<file path="src/rtl/poll_arb_pkg.sv">
package poll_arb_pkg;

    typedef enum logic [1:0] {
        ST_IDLE = 2'd0,
        ST_POLL = 2'd1,
        ST_HOLD = 2'd2
    } arb_state_e;

endpackage

</file>
<file path="src/rtl/poll_seq_regs.sv">
module poll_seq_regs #(
    parameter int SEQ_LEN = 8,
    parameter int ADDR_W  = 3,
    localparam int IDX_W  = (SEQ_LEN > 1) ? $clog2(SEQ_LEN) : 1,
    localparam int CNT_W  = $clog2(SEQ_LEN + 1)
) (
    input  logic              clk,
    input  logic              rst_n,
    input  logic              bus_req,
    input  logic              busy,
    input  logic              seq_wr,
    input  logic [IDX_W-1:0]  seq_idx,
    input  logic [ADDR_W-1:0] seq_addr,
    input  logic              cnt_wr,
    input  logic [CNT_W-1:0]  cnt_val,
    input  logic [IDX_W-1:0]  rd_idx,
    output logic [ADDR_W-1:0] rd_addr,
    output logic [CNT_W-1:0]  cnt_q
);

    logic [ADDR_W-1:0] table_q [SEQ_LEN];
    logic              quiet;
    logic              cnt_ok;

    // writes only accepted when the bus is completely quiet
    assign quiet  = !bus_req && !busy;
    assign cnt_ok = (cnt_val != '0) && (cnt_val <= CNT_W'(SEQ_LEN));

    generate
        for (genvar e = 0; e < SEQ_LEN; e++) begin : g_entry
            always_ff @(posedge clk) begin
                if (!rst_n) begin
                    table_q[e] <= ADDR_W'(e);
                end else if (quiet && seq_wr && (seq_idx == IDX_W'(e))) begin
                    table_q[e] <= seq_addr;
                end
            end
        end
    endgenerate

    always_ff @(posedge clk) begin
        if (!rst_n) begin
            cnt_q <= CNT_W'(SEQ_LEN);
        end else if (quiet && cnt_wr && cnt_ok) begin
            cnt_q <= cnt_val;
        end
    end

    assign rd_addr = table_q[rd_idx];


    cnt_lock_chk: assert property (@(posedge clk) disable iff (!rst_n)
        (cnt_wr && (bus_req || busy)) |=> $stable(cnt_q));


    cnt_range_chk: assert property (@(posedge clk) disable iff (!rst_n)
        (cnt_q != '0) && (cnt_q <= CNT_W'(SEQ_LEN)));

endmodule

</file>
<file path="src/rtl/poll_arb_fsm.sv">
module poll_arb_fsm
    import poll_arb_pkg::*;
#(
    parameter int SEQ_LEN = 8,
    localparam int IDX_W  = (SEQ_LEN > 1) ? $clog2(SEQ_LEN) : 1,
    localparam int CNT_W  = $clog2(SEQ_LEN + 1)
) (
    input  logic             clk,
    input  logic             rst_n,
    input  logic             bus_req,
    input  logic             busy,
    input  logic [CNT_W-1:0] cnt,
    output logic [IDX_W-1:0] ptr,
    output logic             poll_valid
);

    arb_state_e       state_q, state_d;
    logic [IDX_W-1:0] ptr_d;
    logic             at_last;

    assign at_last = ({1'b0, ptr} == (CNT_W + 1)'(cnt - 1'b1));

    // next-state and pointer logic
    always_comb begin
        state_d = state_q;
        ptr_d   = ptr;
        unique case (state_q)
            ST_IDLE: begin
                ptr_d = '0;
                if (bus_req) begin
                    state_d = ST_POLL;
                end
            end
            ST_POLL: begin
                if (busy) begin
                    state_d = ST_HOLD;
                    ptr_d   = '0;
                end else if (!bus_req) begin
                    state_d = ST_IDLE;
                    ptr_d   = '0;
                end else if (at_last) begin
                    ptr_d   = '0;
                end else begin
                    ptr_d   = ptr + 1'b1;
                end
            end
            ST_HOLD: begin
                ptr_d = '0;
                if (!busy) begin
                    state_d = bus_req ? ST_POLL : ST_IDLE;
                end
            end
            default: begin
                state_d = ST_IDLE;
                ptr_d   = '0;
            end
        endcase
    end

    // state register
    always_ff @(posedge clk) begin
        if (!rst_n) begin
            state_q <= ST_IDLE;
            ptr     <= '0;
        end else begin
            state_q <= state_d;
            ptr     <= ptr_d;
        end
    end

    // outputs
    always_comb begin
        poll_valid = 1'b0;
        unique case (state_q)
            ST_IDLE: poll_valid = 1'b0;
            ST_POLL: poll_valid = !busy;
            ST_HOLD: poll_valid = 1'b0;
            default: poll_valid = 1'b0;
        endcase
    end


    hold_state_chk: assert property (@(posedge clk) disable iff (!rst_n)
        (busy && $past(busy)) |-> (state_q == ST_HOLD));


    restart_chk: assert property (@(posedge clk) disable iff (!rst_n)
        (($past(state_q) == ST_HOLD) && (state_q == ST_POLL)) |-> (ptr == '0));


    ptr_range_chk: assert property (@(posedge clk) disable iff (!rst_n)
        ({1'b0, ptr} < (CNT_W + 1)'(cnt)));


    abandon_chk: assert property (@(posedge clk) disable iff (!rst_n)
        ((state_q == ST_POLL) && !bus_req && !busy) |=> (state_q == ST_IDLE));

endmodule

</file>
<file path="src/rtl/poll_dev_node.sv">
module poll_dev_node #(
    parameter int ADDR_W  = 3,
    parameter int MY_ADDR = 0
) (
    input  logic              clk,
    input  logic              rst_n,
    input  logic              req,
    input  logic              poll_valid,
    input  logic [ADDR_W-1:0] poll_addr,
    input  logic              busy,
    output logic              own_q
);

    logic hit;

    assign hit = poll_valid && (poll_addr == ADDR_W'(MY_ADDR)) && req && !busy;

    always_ff @(posedge clk) begin
        if (!rst_n) begin
            own_q <= 1'b0;
        end else if (!req) begin
            own_q <= 1'b0;
        end else if (hit) begin
            own_q <= 1'b1;
        end
    end


    capture_chk: assert property (@(posedge clk) disable iff (!rst_n)
        hit |=> own_q);


    keep_chk: assert property (@(posedge clk) disable iff (!rst_n)
        (own_q && req) |=> own_q);


    release_chk: assert property (@(posedge clk) disable iff (!rst_n)
        !req |=> !own_q);

endmodule

</file>
<file path="src/rtl/poll_arbiter.sv">
module poll_arbiter #(
    parameter int NUM_DEV = 6,
    parameter int SEQ_LEN = 8,
    parameter int ADDR_W  = 3,
    localparam int IDX_W  = (SEQ_LEN > 1) ? $clog2(SEQ_LEN) : 1,
    localparam int CNT_W  = $clog2(SEQ_LEN + 1)
) (
    input  logic               clk,
    input  logic               rst_n,
    input  logic [NUM_DEV-1:0] dev_req,
    input  logic               seq_wr,
    input  logic [IDX_W-1:0]   seq_idx,
    input  logic [ADDR_W-1:0]  seq_addr,
    input  logic               cnt_wr,
    input  logic [CNT_W-1:0]   cnt_val,
    output logic               bus_req,
    output logic               poll_valid,
    output logic [ADDR_W-1:0]  poll_addr,
    output logic               busy,
    output logic [NUM_DEV-1:0] owner
);

    logic [IDX_W-1:0]  ptr;
    logic [ADDR_W-1:0] rd_addr;
    logic [CNT_W-1:0]  cnt;

    // shared wired-OR lines
    assign bus_req   = |dev_req;
    assign busy      = |owner;
    assign poll_addr = poll_valid ? rd_addr : '0;

    poll_seq_regs #(
        .SEQ_LEN (SEQ_LEN),
        .ADDR_W  (ADDR_W)
    ) u_regs (
        .clk      (clk),
        .rst_n    (rst_n),
        .bus_req  (bus_req),
        .busy     (busy),
        .seq_wr   (seq_wr),
        .seq_idx  (seq_idx),
        .seq_addr (seq_addr),
        .cnt_wr   (cnt_wr),
        .cnt_val  (cnt_val),
        .rd_idx   (ptr),
        .rd_addr  (rd_addr),
        .cnt_q    (cnt)
    );

    poll_arb_fsm #(
        .SEQ_LEN (SEQ_LEN)
    ) u_fsm (
        .clk        (clk),
        .rst_n      (rst_n),
        .bus_req    (bus_req),
        .busy       (busy),
        .cnt        (cnt),
        .ptr        (ptr),
        .poll_valid (poll_valid)
    );

    generate
        for (genvar d = 0; d < NUM_DEV; d++) begin : g_dev
            poll_dev_node #(
                .ADDR_W  (ADDR_W),
                .MY_ADDR (d)
            ) u_node (
                .clk        (clk),
                .rst_n      (rst_n),
                .req        (dev_req[d]),
                .poll_valid (poll_valid),
                .poll_addr  (poll_addr),
                .busy       (busy),
                .own_q      (owner[d])
            );
        end
    endgenerate


    single_owner_chk: assert property (@(posedge clk) disable iff (!rst_n)
        $onehot0(owner));


    quiet_poll_chk: assert property (@(posedge clk) disable iff (!rst_n)
        busy |-> (poll_addr == '0));


    reset_idle_chk: assert property (@(posedge clk)
        $past(!rst_n) |-> (!busy && !poll_valid));

endmodule

</file>
<file path="config.mk">
export PLATFORM = sky130hd
export DESIGN_NAME = poll_arbiter
export DESIGN_NICKNAME = d
export VERILOG_FILES = /design/src/rtl/poll_arb_pkg.sv /design/src/rtl/poll_seq_regs.sv /design/src/rtl/poll_arb_fsm.sv /design/src/rtl/poll_dev_node.sv /design/src/rtl/poll_arbiter.sv
export SDC_FILE = /design/constraint.sdc
export NUM_CORES = 1
export LEC_CHECK = 0
export CORE_ASPECT_RATIO = 0.6
export CORE_MARGIN = 8
export CORE_UTILIZATION = 45
export CTS_CLUSTER_SIZE = 8
export DETAILED_ROUTE_END_ITERATION = 16
export HOLD_SLACK_MARGIN = 0.06
export MAX_ROUTING_LAYER = met4
export PLACE_DENSITY = 0.78
export REMOVE_ABC_BUFFERS = 1
export SLEW_MARGIN = 20
export SYNTH_ARGS = -nofsm -noshare
export SYNTH_HDL_FRONTEND = slang
export SYNTH_SLANG_ARGS = --single-unit
</file>
<file path="constraint.sdc">
create_clock -name clk -period 4.88 [get_ports clk]
set_input_delay 0.488 -clock clk [delete_from_list [all_inputs] [get_ports clk]]
set_output_delay 0.488 -clock clk [all_outputs]
set_load 0.005 [all_outputs]
</file>
### Yosys cells after proc, flatten, opt, wreduce, memory -nomap -nowiden

Memory sizes are Yosys's and may differ from the RTL's. A register that Yosys moved wholly into a read port is not among the register bits.
Cells that the tools add are included.

| word-level totals | value |
|---|---|
| bits in registers | 15 |
| bits in writable memories | 24 |
| input bits | 20 |
| word-level logic and storage cells | 131 |
| memories | 1 |

Memories:

| name | depth | bits a word | rd ports | clocked after memory_dff | write ports | line | text |
|---|---|---|---|---|---|---|---|
| u_regs.table_q | 8 | 3 | 1 | 1 | 8 | poll_seq_regs.sv:21 | `logic [ADDR_W-1:0] table_q [SEQ_LEN];` |

| cells by class | value |
|---|---|
| add/sub/neg operators | 2 |
| order comparisons | 1 |
| equal/unequal tests | 18 |
| mux-type cells | 42 |
| bitwise logic cells | 11 |
| reductions and logical operators | 47 |

Operators with widths:

| operator | count |
|---|---|
| $logic_and A1 B1 Y1 | 31 |
| $mux W3 | 10 |
| $mux W1 | 27 |
| $eq A3 B3 Y1 const B | 6 |
| $eq A3 B2 Y1 const B | 4 |
| $reduce_and A2 Y1 | 6 |
| $reduce_or A6 Y1 | 2 |
| $reduce_or A10 Y1 | 1 |
| $mux W2 | 4 |
| $or A1 B1 Y1 | 8 |
| $eq A3 B1 Y1 const B | 2 |
| $logic_not A3 Y1 | 2 |
| $pmux W2 S3 | 1 |
| $eq A3 B5 Y1 | 1 |
| $sub A4 B1 Y5 const B | 1 |
| $le A4 B4 Y1 const B | 1 |
| $reduce_bool A4 Y1 | 1 |
| $add A3 B1 Y3 const B | 1 |
| $ne A3 B2 Y1 const B | 1 |
| $not A1 Y1 | 3 |
| $reduce_and A3 Y1 | 1 |
| $eq A2 B1 Y1 const B | 1 |
| $eq A2 B2 Y1 const B | 1 |
| $logic_not A1 Y1 | 2 |
| other kinds (3) | 3 |

### Depth between registers and ports, before layout

| depth | value |
|---|---|
| word-level depth | 9 |
| mapped depth | 6 |

### By module

A second synthesis with hierarchy kept.

| second synthesis, totals | value |
|---|---|
| cells, all modules | 176 |
| area total of the unflattened synthesis | 1,989.4 µm² |

Modules (own cells, without submodules):

| module | times used | cells an instance | area an instance (µm²) |
|---|---|---|---|
| poll_seq_regs | 1 | 107 | 1,351.3 |
| poll_arb_fsm | 1 | 30 | 289.0 |
| poll_dev_node at g_dev[1].u_node ... | 2 | 5 | 52.6 |
| poll_dev_node at g_dev[0].u_node | 1 | 5 | 53.8 |
| poll_dev_node at g_dev[3].u_node | 1 | 5 | 50.0 |
| poll_dev_node at g_dev[4].u_node | 1 | 5 | 47.5 |
| poll_arbiter | 1 | 9 | 46.3 |
| poll_dev_node at g_dev[5].u_node | 1 | 5 | 46.3 |

### Worst setup path after synthesis

Ideal clock, no wire load.

| timing | value |
|---|---|
| path kind | input-to-reg |
| start point | in dev_req[3] |
| end point | mem u_regs.table_q[1][0], data pin |
| setup time | 0.265 ns |
| arrival time | 1.756 ns |
| slack | 2.859 ns |
| cell stages on the path | 5 |
| path buffers | 1 |
| path through | nor4_4 nand4_4 or3_1 buf_2 or3_1 |

RTL lines:

| item | line | text |
|---|---|---|
| start: declaration | poll_arbiter.sv:10 | `input logic [NUM_DEV-1:0] dev_req,` |
| end: declaration | poll_seq_regs.sv:21 |  |

==> impl_results.md <==
- Post-layout min period: 3.03 ns
- Root Driver: clkbuf_8
- Critical path class: reg2out
- Router iterations before antenna repair: 5
- Post-Syn Instances: 193
- Die area: 7090 sq um
- Critical path required time: 4.39 ns
- Share of cells above drive strength 1: 0.0868
- Mapped cell area: 2070 sq um
- P per Cell Area: 274 nW/um^2
- Relative slew margins: 0.537
- Worst-Skew Late Latency: 0.30 ns
- Die Span Y: 68.5 um
- Row cnt: 19
- Total grt overflow: 0
- Post-synth ARST share: 0
- Setup Buffers After CTS: 0
- Final non-filler cell total: 282
- F_max: 330 MHz
- Final setup fails: 0
- Yosys cell types: 39
- Starting Density: 0.460
- Post-synth top area share: 0.349
- CTS Buffer Depth: 2
- GPL Wtd Cong: 0.914
- Post-route setup TNS: 0 ns
- Yosys warnings: 0
- Critical Path Fanout Max: 9
- Area contributors post-synth: edfxtp_1 (35%), dfxtp_1 (15%), mux4_2 (6.5%), nor3_1 (3.1%), o21ai_0 (3.1%)
- Clock input transition at the sequential cells of the worst setup and hold paths: 0.07 ns
- Avg WL per Cell: 16.4 um
- Post-synth EDFFs: 24
- Fin. max-slew vios: 0
- Routed Antenna Nets: 0
- Worst path arrival time: 2.55 ns
- Seq/Total Area, Yosys: 0.494
- Slew @ Worst Pin: 0.693 ns
- Initial antenna violation count: 0
- CTS Hold Bufs: 0
- First-pass GRT wire length: 7340 um
- Final-report hold violation count: 0
- LEAKAGE: 0.777 nW
- Yosys reg bits: 39
- WL final: 4620 um
- Ys flop type: edfxtp_1
- DR vias/cell: 5.53
- Post-CTS Resized: 0
- Synth cell count leaders: edfxtp_1 (24), nand2_1 (16), dfxtp_1 (15)
- Layout Skew: 0.00638 ns
- Nature of the critical path startpoint: flop
- N_diodes: 0
- PortBufs: 31
- Core ar.: 4490 sq um
- Crit share post-route: 0.622
- Die Width: 103 um
- All-layer global routing usage: 0.144
- Maximum vdd ir drop: 0.148 mV
- TritonCTS clock tree: done
- CTS H-Tree Depth: 2
- Synth-to-layout area growth: 19.4%
- Via count: 1,560
- Vias in the first global route: 1,459
- Detailed-route DRC error count: 0
- Max-cap violation count: 0
- Layout Nets: 240
- DP Wirelength: 3620 um
- Hold/Removal Path Class: reg2reg
- Worst Setup End Kind: primary output
- Starting DRT DRC Count: 108
- Total CTS buffers: 5
- Count leader, synth: edfxtp_1
- Cell taking the most area after synthesis: edfxtp_1
- Syn_area_per_cell: 10.7 sq um
- Run status: complete, no violations
- Clock net sink count: 39
- DP Cell Count: 274
- I/O pin cnt: 32
- Largest net degree at the start of global routing: 22
- RSZ-0062 raised after global routing: false
path summary, 6_finish.rpt:
| check | cells past startpoint | end | slack [ns] | startpoint |
|---|---|---|---|---|
| max | 4 | poll_addr[0] | 1.85 | u_fsm.ptr[0] |
| max reg2reg | 4 | u_regs.table_q[5][0] | 2.69 | g_dev[4].u_node.own_q |
| min reg2reg | 2 | u_regs.cnt_q[2] | 0.51 | u_regs.cnt_q[2] |
| min | 2 | u_regs.cnt_q[2] | 0.51 | u_regs.cnt_q[2] |
through the flow:
| stage | instance area, sq um | power [mW] | hold WS [ns] | util | setup slack (ns) |
|---|---|---|---|---|---|
| 2_1_floorplan | 1990 | 0.420 | 0.462 | - | 2.84 |
| 3_3_place_gp | 2380 | 0.468 | 0.494 | 0.530 | 2.20 |
| 3_5_place_dp | 2380 | 0.470 | 0.501 | 0.530 | 2.13 |
| 4_1_cts | 2470 | 0.680 | 0.513 | 0.549 | 1.85 |
| 5_1_grt | 2470 | 0.707 | 0.550 | 0.549 | 1.65 |
| 6_report | 2470 | 0.675 | 0.513 | 0.549 | 1.85 |
cells by family (layout without fill, tap and decap cells):
kind of cell | count (synthesis) | in the layout | share of synthesized area
simple gates | 93 | 93 | 0.269
mux | 10 | 10 | 0.0847
compound gates | 23 | 23 | 0.0630
xor+xnor | 6 | 6 | 0.0254
buf+inv | 19 | 45 | 0.0466
flops | 39 | 39 | 0.494
fa+ha+maj | 3 | 3 | 0.0169
layer usage:
metal  global-route usage  share of wire  vias up
li1                     -              -      766
met1                0.195           0.47      721
met2                0.193           0.42       73
met3               0.0581           0.11        0
met4               0.0376              0        0
met5                    -              0        -
cell usage in the layout, fill, tap and decap left out, types with 2 or more instances in the layout:
cell type,netlist,final
or3b_2,2,2
xor2_1,2,2
nand3_1,12,12
nor4_4,2,2
nor2_1,11,11
nand3b_1,2,2
xnor2_1,4,4
nand4b_1,2,2
inv_1,6,6
a21oi_1,4,4
clkdlybuf4s50_1,0,31
o31ai_1,4,4
o21ai_0,13,13
edfxtp_1,24,24
mux4_2,6,6
mux2i_1,4,4
ha_1,2,2
nand2_1,16,16
nand4_1,2,2
nor3b_1,4,4
nand2b_1,7,7
nor3_1,13,13
or3_1,5,5
dfxtp_1,15,15
clkbuf_8,0,5
and3_1,6,6
nor4_1,2,2
flip-flops by register name, indices dropped and copies added, names as in the netlist:
signal	flops
u_fsm.state_q	2
u_fsm.ptr	3
u_regs.cnt_q	4
g_dev.u_node.own_q	6
u_regs.table_q	24
where the power goes:
group          switching, mW  internal [mW]
Combinational         0.0465         0.0489
Clock                  0.113         0.0998
Sequential           0.00993          0.357
area by class of cell:
class | count | area [sq um]
repair buffers | 31 | 310
flip-flops and latches | 39 | 1020
clock inverters | 2 | 12.5
inverters | 6 | 22.5
well taps | 63 | 78.8
fillers | 387 | 2030
multi-input cells | 135 | 950
clock buffers | 6 | 72.6
critical path: stages, from the launching register on:
cell             delay (ns)
dfxtp_1                0.63
mux4_2                 0.56
mux2i_1                0.51
nor2_1                 0.08
clkdlybuf4s50_1        0.47
No activity file was read; power rests on OpenSTA's default activity.
